### src/rtl/sbs_pkg.sv
package sbs_pkg;
    typedef enum logic [1:0] {
        ACT_STEP  = 2'd0,
        ACT_LOAD  = 2'd1,
        ACT_DESEL = 2'd2
    } sbs_act_e;
endpackage

### src/rtl/sbs_start_decode.sv
module sbs_start_decode
    import sbs_pkg::*;
(
    input  logic     strt_p_n,
    input  logic     strt_c_n,
    input  logic     cs0_n,
    input  logic     cs1,
    input  logic     cs2_n,
    output sbs_act_e act,
    output logic     by_proc
);
    logic p_seen;
    logic c_seen;
    logic sel;

    always_comb begin
        // the master select gates the processor strobe only
        p_seen  = !strt_p_n && !cs0_n;
        c_seen  = !strt_c_n && !p_seen;
        sel     = !cs0_n && cs1 && !cs2_n;
        by_proc = p_seen;
        if (p_seen || c_seen) begin
            act = sel ? ACT_LOAD : ACT_DESEL;
        end else begin
            act = ACT_STEP;
        end
    end
endmodule

### src/rtl/sbs_wmask_decode.sv
module sbs_wmask_decode #(
    parameter int BYTES = 4
) (
    input  logic             gwr_n,
    input  logic             bwr_n,
    input  logic [BYTES-1:0] byte_n,
    output logic [BYTES-1:0] mask,
    output logic             any_wr
);
    for (genvar i = 0; i < BYTES; i++) begin : g_byte
        assign mask[i] = !gwr_n || (!bwr_n && !byte_n[i]);
    end
    assign any_wr = |mask;
endmodule

### src/rtl/sbs_burst_order.sv
module sbs_burst_order #(
    parameter int ADDR_W = 18,
    parameter int BEAT_W = 2
) (
    input  logic [ADDR_W-1:0] start,
    input  logic [BEAT_W-1:0] beat,
    input  logic              ilv,
    output logic [ADDR_W-1:0] addr
);
    logic [BEAT_W-1:0] low;

    always_comb begin
        if (ilv) begin
            low = start[BEAT_W-1:0] ^ beat;
        end else begin
            low = start[BEAT_W-1:0] + beat;
        end
        addr = {start[ADDR_W-1:BEAT_W], low};
    end
endmodule

### src/rtl/sbs_burst_seq.sv
module sbs_burst_seq
    import sbs_pkg::*;
#(
    parameter int ADDR_W = 18,
    parameter int BYTES  = 4,
    parameter int BEAT_W = 2
) (
    input  logic              clk,
    input  logic              rst_n,
    input  logic [ADDR_W-1:0] ext_addr,
    input  logic              strt_p_n,
    input  logic              strt_c_n,
    input  logic              adv_n,
    input  logic              cs0_n,
    input  logic              cs1,
    input  logic              cs2_n,
    input  logic              gwr_n,
    input  logic              bwr_n,
    input  logic [BYTES-1:0]  byte_n,
    input  logic              order_ilv,
    output logic [ADDR_W-1:0] arr_addr,
    output logic [BYTES-1:0]  wr_mask,
    output logic              rd_stb,
    output logic              wr_stb,
    output logic              desel
);
    localparam logic [BEAT_W-1:0] BEAT_ONE = BEAT_W'(1);

    typedef struct packed {
        logic [ADDR_W-1:0] base;
        logic [BEAT_W-1:0] beat;
        logic              open;
        logic              desel;
        logic              rd;
        logic              wr;
        logic [BYTES-1:0]  mask;
    } seq_state_t;

    seq_state_t st_d, st_q;
    sbs_act_e   act;
    logic       by_proc;
    logic [BYTES-1:0] dec_mask;
    logic       dec_any;

    sbs_start_decode u_start (
        .strt_p_n (strt_p_n),
        .strt_c_n (strt_c_n),
        .cs0_n    (cs0_n),
        .cs1      (cs1),
        .cs2_n    (cs2_n),
        .act      (act),
        .by_proc  (by_proc)
    );

    sbs_wmask_decode #(.BYTES(BYTES)) u_wmask (
        .gwr_n  (gwr_n),
        .bwr_n  (bwr_n),
        .byte_n (byte_n),
        .mask   (dec_mask),
        .any_wr (dec_any)
    );

    always_comb begin
        st_d      = st_q;
        st_d.rd   = 1'b0;
        st_d.wr   = 1'b0;
        st_d.mask = '0;
        case (act)
            ACT_LOAD: begin
                st_d.base  = ext_addr;
                st_d.beat  = '0;
                st_d.open  = 1'b1;
                st_d.desel = 1'b0;
                if (!by_proc && dec_any) begin
                    st_d.wr   = 1'b1;
                    st_d.mask = dec_mask;
                end else begin
                    st_d.rd = 1'b1;
                end
            end
            ACT_DESEL: begin
                st_d.open  = 1'b0;
                st_d.desel = 1'b1;
            end
            default: begin
                if (st_q.open) begin
                    if (!adv_n) begin
                        st_d.beat = st_q.beat + BEAT_ONE;
                    end
                    if (dec_any) begin
                        st_d.wr   = 1'b1;
                        st_d.mask = dec_mask;
                    end else begin
                        st_d.rd = 1'b1;
                    end
                end
            end
        endcase
    end

    always_ff @(posedge clk or negedge rst_n) begin
        if (!rst_n) begin
            st_q       <= '0;
            st_q.desel <= 1'b1;
        end else begin
            st_q <= st_d;
        end
    end

    sbs_burst_order #(.ADDR_W(ADDR_W), .BEAT_W(BEAT_W)) u_order (
        .start (st_q.base),
        .beat  (st_q.beat),
        .ilv   (order_ilv),
        .addr  (arr_addr)
    );

    assign wr_mask = st_q.mask;
    assign rd_stb  = st_q.rd;
    assign wr_stb  = st_q.wr;
    assign desel   = st_q.desel;
endmodule

### config.mk
export PLATFORM = sky130hd
export DESIGN_NAME = sbs_burst_seq
export DESIGN_NICKNAME = d
export VERILOG_FILES = /design/src/rtl/sbs_pkg.sv /design/src/rtl/sbs_start_decode.sv /design/src/rtl/sbs_wmask_decode.sv /design/src/rtl/sbs_burst_order.sv /design/src/rtl/sbs_burst_seq.sv
export SDC_FILE = /design/constraint.sdc
export NUM_CORES = 1
export LEC_CHECK = 0
export BUFFER_PORTS_ARGS = -buffer_cell sky130_fd_sc_hd__buf_2
export CORE_ASPECT_RATIO = 0.75
export CORE_UTILIZATION = 49
export CTS_CLUSTER_DIAMETER = 40
export DETAILED_ROUTE_END_ITERATION = 8
export PLACE_DENSITY = 0.86
export SLEW_MARGIN = 40
export SYNTH_ARGS = -nofsm -noshare
export SYNTH_HDL_FRONTEND = slang
export SYNTH_SLANG_ARGS = --single-unit
export TNS_END_PERCENT = 30
### constraint.sdc
create_clock -name clk -period 2.6 [get_ports clk]
set_input_delay 0.13 -clock clk [delete_from_list [all_inputs] [get_ports clk]]
set_output_delay 0.13 -clock clk [all_outputs]
set_load 0.05 [all_outputs]
# Yosys cells after proc, flatten, opt, wreduce, memory -nomap -nowiden
# Index checks and enable logic that the tools add are counted.
# Widths: inputs -> output; s select.
[classes]
addsub = 2
n_eq_ne = 3
n_mux = 13
bitwise_logic = 2
reduce_logical = 29
[op_table]
columns = ["cell", "count"]
rows = [
  ["$pmux 6 s2", 1],
  ["$logic_not 1->1", 11],
  ["$mux 2", 5],
  ["$mux 5", 2],
  ["$logic_and 1x1->1", 9],
  ["$pmux 2 s2", 2],
  ["$mux 6", 1],
  ["$logic_or 1x1->1", 5],
  ["$reduce_bool 2->1", 2],
  ["$reduce_or 4->1", 1],
  ["$reduce_and 3->1", 1],
  ["$add 2x1->2 const B", 1],
  ["$add 2x2->2", 1],
  ["$eq 2x1->1 const B", 1],
  ["$eq 2x2->1 const B", 1],
  ["$mux 1", 2],
  ["$ne 2x1->1 const B", 1],
  ["$xor 2x2->2", 1],
  ["$not 1->1", 1],
]
[totals]
ff_bits = 28
in_bits = 33
output_inout_bits = 25
elab_cells = 56

# Logic depth before layout (Yosys ltp)
# Gate-level depths: netlist of the first run.
[logic_depth]
word_depth = 9
depth_mapped = 4
depth_no_buf = 3

# Hierarchy
# A second synthesis of the first run with hierarchy kept.
[unflattened]
cells_unflattened = 120
hier_area_um2 = 1411.4
[by_module_without_submodules]
columns = ["module", "instances", "cells_each", "area_per_inst_um2", "seq_area_each_um2"]
rows = [
  ["sbs_burst_seq", 1, 89, 1184.9, 701.9],
  ["sbs_burst_order", 1, 20, 156.4, 0.0],
  ["sbs_start_decode", 1, 5, 36.3, 0.0],
  ["sbs_wmask_decode", 1, 6, 33.8, 0.0],
]

# Worst setup path before layout of the first run
# OpenSTA, ideal clock, no wires.
[synth_timing]
path_kind = "reg2out"
start = "register st_q[8] (netlist name)"
end = "output port arr_addr[1]"
t_arrival_ns = 1.510
path_slack_ns = 0.960
path_stages_with_launch = 4
cell_sequence = "dfrtp_1 -> ha_1 -> nor2b_1 -> xnor2_1"
[synth_via]
elab_chain_cells = 2
[synth_rtl]
columns = ["element", "line", "rtl"]
rows = [
  ["from (decl)", "sbs_burst_seq.sv:39", "seq_state_t st_d, st_q;"],
  ["from (signal assigned)", "sbs_burst_seq.sv:106", "st_q <= st_d;"],
  ["$add 2x2->2", "sbs_burst_order.sv:16", "low = start[BEAT_W-1:0] + beat;"],
  ["$mux 2", "sbs_burst_order.sv:13", "if (ilv) begin"],
  ["to (decl)", "sbs_burst_seq.sv:21", "output logic [ADDR_W-1:0] arr_addr,"],
]
# No other way between the ends.

# Worst setup path after layout of the first run
# Same ends and word-level chain as after synthesis.

==> results of run 1 <==
[layer usage]
metal / global-route usage / part of all wire / vias to the layer above
li1: - / - / 410
met1: 0.206 / 0.40 / 397
met2: 0.305 / 0.52 / 33
met3: 0.0590 / 0.067 / 4
met4: 0.0622 / 0.015 / 0
met5: 0 / 0 / -
[worst max path at each step]
stage,from,to,slack [ps],cells after the start
after floorplan,st_q[8],arr_addr[1],960,3
after global placement,cs0_n,st_q[12],920,4
after detailed placement,cs0_n,st_q[23],880,4
after CTS,st_q[8],arr_addr[1],960,4
after global routing,st_q[8],arr_addr[1],870,4
final,st_q[8],arr_addr[1],980,4
[timing repair]
action	in CTS	in global routing
endpoints found under the hold margin	27	0
hold buffers	1	0
buffers inserted	0	0
[registers in the layout, indices dropped and copies added (netlist names)]
signal   count
st_q        21
wr_mask      4
desel        1
rd_stb       1
wr_stb       1
[worst register-to-register path, delay by kind of cell, from the launching register on]
family | cells | cell delay [ps]
and+or+nand+nor | 1 | 220
DFF | 1 | 390
AOI/OAI and AO/OA | 2 | 530
[cell usage in the layout, fill, tap and decap left out, types with 2 or more instances in the layout]
cell,n
nand2b_1,2
and2_1,5
a21oi_1,2
dfrtp_1,27
buf_2,57
mux2_2,18
or3_1,2
o21ai_0,8
xnor2_1,2
nand2_1,2
clkbuf_4,3
[per-stage QoR]
stage	setup WS, ps	hold WS, ps
floorplan	960	-166
global placement	918	163
detailed placement	877	178
CTS	957	13.2
global route	873	2.45
finish	982	17.9
[cells in the mapped netlist, drive strengths merged]
master | n | share of area
a21oi | 3 | 0.020
or2 | 1 | 0.0048
xnor2 | 2 | 0.013
a41o | 1 | 0.0077
mux2 | 18 | 0.16
or3 | 2 | 0.0096
a22oi | 1 | 0.0058
and2 | 5 | 0.024
dfrtp | 27 | 0.52
or3b | 1 | 0.0086
buf | 22 | 0.13
a22o | 1 | 0.0067
ha | 1 | 0.0096
nand2 | 2 | 0.0058
nor2b | 1 | 0.0048
o21ai | 8 | 0.031
a21o | 1 | 0.0058
dfstp | 1 | 0.020
nand2b | 2 | 0.0096
o211ai | 1 | 0.0058
[logic make-up (layout without fill, tap and decap cells)]
| kind of cell | after synthesis | in the layout | share of synthesized area |
|---|---|---|---|
| AOI/OAI and AO/OA | 16 | 16 | 0.0826 |
| and+or+nand+nor | 14 | 14 | 0.0672 |
| adders and majority gates | 1 | 1 | 0.00960 |
| DFF | 28 | 28 | 0.539 |
| muxes | 18 | 18 | 0.156 |
| xor gates and xnor gates | 2 | 2 | 0.0135 |
| buffers and inverters | 22 | 62 | 0.133 |
[final cells by class]
cell class                 count  area share
timing repair buffer          58       0.196
multi-input combinational     51       0.285
clock buffer                   4      0.0241
sequential                    28       0.467
tap                           34      0.0283
[where the power goes]
| group | internal (uW) | switching, uW |
|---|---|---|
| Sequential | 504 | 34.3 |
| Clock | 85.7 | 121 |
| Combinational | 127 | 324 |
| Total | 717 | 480 |
==> metrics, run 1 <==
Cell Chain, Critical Path=ha_1 -> nor2b_1 -> xnor2_1 -> buf_2; Routed WL=between 2000 and 2500 um; area grow syn2layout=15.5%; Worst Hold Class=in -> reg; GR Overflow Total=0; dpl cells=170; Max clock buf depth=2; Top delay family on crit path=flip-flops; #FFs+latches synth=28; first-pass GRT wire length=~3400 um; CP Max Fanout=4; Max Cap Viol=0; outcome=finished, final reports clean; register area=roughly 700 um^2; Final min period=1620 ps; vias in the first global route=~770; dpl hpwl=1850 um; synth unique cells=22; Vias/cell=just under 5; First-pass DRT Iterations=4; crit-path max cell delay=440 ps; fillers=209; Worst Path Required=2470 ps; fmax=0.618 GHz; Vias=844; register area share after synthesis=0.539; Final period util=0.622; worst r2r src=st_q[7]; skew final=approximately 5.0 ps; R2R Path End=wr_mask[0]; pwr dens=796 nW/um^2; Setup-failing EPs final=0; VDD IR max=0.000475 V; Power Total=1200 uW; HP Start=ext_addr[9]; routability congestion estimate=~0.72; Fin. Hold Viols=0; core area=2400 um^2; Port Buffers=57; synthesized area per cell=12.9 um^2; row cnt=15; slew margin rel.=0.596; CTS resizes=0; number of cells on the worst reg-to-reg path=3; YS warnings=0; unrepaired setup endpoints after global routing=false; Worst path slowest cell=dfrtp_1; Syn Nets=135; total CTS buffers=3; initial core utilization=0.542; fin area=around 1500 um^2; H-tree lvl count=1; WHS Endpoint=st_q[19]; Finished Layout Cells=175; DRC=0; CP Class=reg -> out; Crit. End Element=output port; TritonCTS clock tree=yes; worst-margin pin slew=between 600 and 700 ps; die height=46.7 um; Mapped Cells=101; Avg WL per Cell=13.1 um; reg-to-reg slack, setup=1360 ps; placement-stage cell area=1460 um^2; DRT iter0 DRCs=7; buffers plus inverters on the worst setup path=1; worst path arrival time=1490 ps; Ports=58; clk sinks=28; Worst-Skew Late Latency=320 ps; fin util=0.626; P_leak=between 0.0007 and 0.0008 uW; Mapped Area=1300 um^2; nets=176; share of cells above drive strength 1=0.589; WHS Path Cells=2; CTS Root Cell=clkbuf_4; initial antenna violation count=0; clock-pin slew on the worst setup and hold paths=140 ps; Antenna Cells=0; setup TNS=0 ps; fin. max-slew vios=0; startpoint types=flip-flop; Antenna Violating Nets Remaining=0; Total GRT Usage=0.177; Die X=61.5 um; largest net degree at the start of global routing=29; combined area of the multi-input logic cells=428 um^2; die area=2870 um^2
(Power assumes the default switching activity.)
==> run 2: changes to the inputs <==
--- a/config.mk
+++ b/config.mk
@@ -7,10 +7,10 @@
 export LEC_CHECK = 0
 export BUFFER_PORTS_ARGS = -buffer_cell sky130_fd_sc_hd__buf_2
 export CORE_ASPECT_RATIO = 0.75
-export CORE_UTILIZATION = 49
+export CORE_UTILIZATION = 46
 export CTS_CLUSTER_DIAMETER = 40
 export DETAILED_ROUTE_END_ITERATION = 8
-export PLACE_DENSITY = 0.86
+export PLACE_DENSITY = 0.81
 export SLEW_MARGIN = 40
 export SYNTH_ARGS = -nofsm -noshare
 export SYNTH_HDL_FRONTEND = slang
==> constraint.sdc (replaced) <==
create_clock -name clk -period 1.5 [get_ports clk]
set_input_delay 0.075 -clock clk [delete_from_list [all_inputs] [get_ports clk]]
set_output_delay 0.075 -clock clk [all_outputs]
set_load 0.05 [all_outputs]
==> metrics, run 2 (synthesis gave the netlist of run 1 again) <==
VDD IR max=0.000796 V; Worst Path Required=1420 ps; setup TNS=0 ps; Fin. Hold Viols=0; first-pass GRT wire length=~3200 um; Most flops, register=st_q; Final period util=0.950; Port Buffers=57; worst-margin pin slew=607 ps; Setup-failing EPs final=0; First-pass DRT Iterations=4; Worst Hold Class=in -> reg; crit path launch=st_q[8]; DRC=0; initial antenna violation count=0; vias in the first global route=762; Comb power frac=0.370; Antenna Violating Nets Remaining=0; Switching Fraction=0.382; outcome=finished, final reports clean; unrepaired setup endpoints after global routing=false; Max Cap Viol=0; Ports=between 50 and 60; DRT iter0 DRCs=8; die height=48.1 um; Crit. End Element=output port; commonest non-fill, non-tap cells in the layout=buf_2, dfrtp_1, mux2_2, o21ai_0, and2_1; GR Overflow Total=0; H-tree lvl count=1; initial core utilization=0.493; slew margin rel.=0.596; R2R Path End=wr_stb; nets=177; Antenna Cells=0; Post-CTS Setup Inserts=0; fin. max-slew vios=0; commonest non-fill, non-tap cell in the layout=buf_2; clock-pin slew on the worst setup and hold paths=90 ps; CP Max Fanout=4; fillers=between 200 and 250; fmax=0.702 GHz; P_leak=between 0.0007 and 0.0008 uW; worst path arrival time=around 1400 ps; Final min period=1430 ps; Worst-Skew Late Latency=270 ps; TritonCTS clock tree=yes; clk sinks=28; Vias/cell=4.75; area grow syn2layout=20.1%; hold_ws=roughly 30 ps; total CTS buffers=3; Die X=approximately 63 um; startpoint types=flip-flop; Internal=1350 uW; worst r2r src=st_q[7]; max FFs per register=21; routability congestion estimate=0.705; core area=between 2000 and 3000 um^2; die area=approximately 3100 um^2; Avg WL per Cell=12.1 um; Total GRT Usage=0.147; Critical Path End=arr_addr[1]; Max clock buf depth=2; Vias=845; Flop pwr share=0.427; NetSw=roughly 840 uW; pwr dens=1400 nW/um^2; reg-to-reg slack, setup=340 ps; dpl hpwl=1620 um; Clock power frac=0.203; share of cells above drive strength 1=0.613; CP Class=reg -> out; row cnt=16; number of cells on the worst reg-to-reg path=3; CTS Root Cell=clkbuf_8; Routed WL=2160 um; skew final=8.52 ps; largest net degree at the start of global routing=29
-- run 2: cell types whose count changed in the layout (fill, tap and decap cells not counted) --
cell,previous run,this run
buf_12,0,1
buf_2,57,56
buf_6,0,1
clkbuf_4,3,0
clkbuf_8,1,4
ha_1,1,0
ha_2,0,1
nor2b_1,1,0
nor2b_2,0,1
xnor2_1,2,1
xnor2_2,0,1
-- run 2: what timing repair did --
item | 4_1_cts | 5_1_grt
hold endpoints to repair | 27 | 0
pin swaps | 0 | 2
setup endpoints to repair | 1 | 1
resized for setup | 1 | 3
hold buffers | 1 | 0
cloned | 0 | 0
-- run 2: area by class of cell --
type | count | area, um^2 | area share
Clock buffer | 4 | 55.1 | 0.0352
Multi-Input combinational cell | 51 | 440 | 0.282
Sequential cell | 28 | 702 | 0.449
Tap cell | 36 | 45.0 | 0.0288
Timing Repair Buffer | 59 | 322 | 0.206
-- run 2: worst min path at each step --
stage | from | to | slack, ps | cells after the start
2_1_floorplan | rst_n | rd_stb | -220 | 0
3_3_place_gp | rst_n | wr_stb | 110 | 1
3_5_place_dp | rst_n | wr_stb | 120 | 1
4_1_cts | ext_addr[4] | st_q[14] | 20 | 2
5_1_grt | ext_addr[7] | st_q[17] | 20 | 2
6_report | ext_addr[4] | st_q[14] | 30 | 2
-- run 2: per-stage QoR --
stage	setup WS, ps	utilization	power [uW]	area [um^2]	cells
3_3_place_gp	109	0.563	1730	1490	173
6_report	74.7	0.592	2190	1560	178
2_1_floorplan	222	-	1690	1310	101
5_1_grt	6.53	0.592	2300	1560	178
4_1_cts	38.0	0.589	2210	1560	178
3_5_place_dp	78.4	0.563	1750	1490	173
-- run 2: per-layer routing --
layer,share of wire,up-vias,GRT usage,wire (um)
li1,-,412,-,-
met1,0.44,400,0.172,959
met2,0.48,31,0.251,1040
met3,0.068,2,0.0548,146
met4,0.0056,0,0.0636,12
met5,0,-,0,0
-- run 2: power groups by stage --
stage	Combinational [uW]	Sequential, uW	Clock (uW)
after floorplan	740	945	0
after CTS	807	935	468
after global placement	785	941	0
after detailed placement	798	948	0
final	809	933	445
after global routing	853	950	497
-- run 2: worst max-delay path, cell delays in order (launching register included) --
cell     delay, ps
dfrtp_1        420
ha_2           170
nor2b_2        160
xnor2_2        160
buf_6          170
==> run 3: changes to the inputs <==
--- a/config.mk
+++ b/config.mk
@@ -10,6 +10,7 @@
 export CORE_UTILIZATION = 46
 export CTS_CLUSTER_DIAMETER = 40
 export DETAILED_ROUTE_END_ITERATION = 8
+export HOLD_SLACK_MARGIN = 0.1
 export PLACE_DENSITY = 0.81
 export SLEW_MARGIN = 40
 export SYNTH_ARGS = -nofsm -noshare
==> metrics, run 3 (synthesis gave the netlist of run 1 again) <==
CTS Root Cell=clkbuf_8; nets=197; Antenna Cells=0; fin. max-slew vios=0; clock-pin slew on the worst setup and hold paths=90 ps; VDD IR max=around 0.00074 V; dpl cells=173; TritonCTS clock tree=yes; Setup-failing EPs final=0; row cnt=16; Final period util=0.946; Max Cap Viol=0; share of cells above drive strength 1=0.531; Port Buffers=57; worst-margin pin slew=593 ps; die height=48.1 um; first-pass GRT wire length=3680 um; max FFs per register=21; grt met1 use=0.185; vias in the first global route=between 800 and 900; skew final=7.58 ps; slew margin rel.=0.604; fin area=1760 um^2; Ports=58; Total GRT Usage=0.166; met2 usage=0.309; area grow syn2layout=35.3%; Vias/cell=4.69; total CTS buffers=3; Max clock buf depth=2; initial core utilization=0.493; P_leak=0.000862 uW; commonest non-fill, non-tap cell in the layout=buf_2; commonest non-fill, non-tap cells in the layout=buf_2, dfrtp_1, dlygate4sd3_1, mux2_2, o21ai_0; DRT iter0 DRCs=9; largest net degree at the start of global routing=29; Worst-Skew Late Latency=270 ps; Crit. End Element=output port; Vias=928; placement-stage cell area=1490 um^2; routability congestion estimate=0.705; dpl hpwl=1620 um; Final min period=1420 ps; Most flops, register=st_q; fmax=0.705 GHz; CP Max Fanout=4; Power Total=roughly 2200 uW; busiest layer in global routing=met2; H-tree lvl count=1; clk sinks=28; setup TNS=0 ps; dpl ws=78.4 ps; pwr dens=1270 nW/um^2; Avg WL per Cell=12.3 um; First-pass DRT Iterations=4; Worst Hold Class=in -> reg; Die X=63.4 um; Fin. Hold Viols=0; core area=between 2000 and 3000 um^2; CP Class=reg -> out; startpoint types=flip-flop; Finished Layout Cells=198; DRC=0; final worst slack=81.0 ps; die area=3050 um^2; initial antenna violation count=0; Antenna Violating Nets Remaining=0; Worst Path Required=around 1400 ps; worst path arrival time=between 1000 and 1500 ps; M3 GR Usage=0.0524; outcome=finished, final reports clean; unrepaired setup endpoints after global routing=false; Routed WL=2430 um; GR Overflow Total=0
[run 3: cell types whose count changed in the layout (fill, tap and decap cells not counted)]
cell,before,now
ha_1,0,1
dlygate4sd3_1,1,21
ha_2,1,0
[run 3: critical path, cell delays in order (launching register included)]
cell and delay, ps:
dfrtp_1 420, ha_1 200, nor2b_2 160, xnor2_2 130
buf_6 170
[run 3: report_power, final]
part / switching, uW / total, uW / internal [uW]
registers: 59.5 / 933 / 874
clock network: 212 / 447 / 235
logic: 575 / 850 / 275
[run 3: layout make-up]
cell class              count  area [um^2]
fillers                   201          881
flip-flops and latches     28          702
repair buffers             79          522
multi-input cells          51          438
clock buffers               4         55.1
well taps                  36         45.0
[run 3: path summary, 6_finish.rpt]
check                          start           to  slack [ps]  cells past startpoint
max in group asynchronous      rst_n     st_q[25]         770                      2
max reg2reg                  st_q[7]   wr_mask[1]         340                      3
min reg2reg                 st_q[24]     st_q[24]         510                      1
max                          st_q[8]  arr_addr[1]          80                      4
min                        byte_n[2]   wr_mask[2]         140                      3
min in group asynchronous      rst_n     st_q[14]         340                      2
[run 3: what timing repair did]
action	4_1_cts	5_1_grt
buffers inserted	0	0
gates resized for setup	1	2
endpoints found under the setup margin	1	1
endpoints found under the hold margin	47	0
hold buffers	21	0
[run 3: stage by stage]
stage	util	hold slack (ps)
2_1_floorplan	-	-221
3_3_place_gp	0.563	106
3_5_place_dp	0.563	124
4_1_cts	0.664	125
5_1_grt	0.667	137
6_report	0.667	138
[run 3: metal layers]
metal  vias to the layer above  part of all wire
met3                         6             0.053
met5                         -                 0
met1                       437              0.41
met4                         0             0.018
met2                        32              0.52
li1                        453                 -
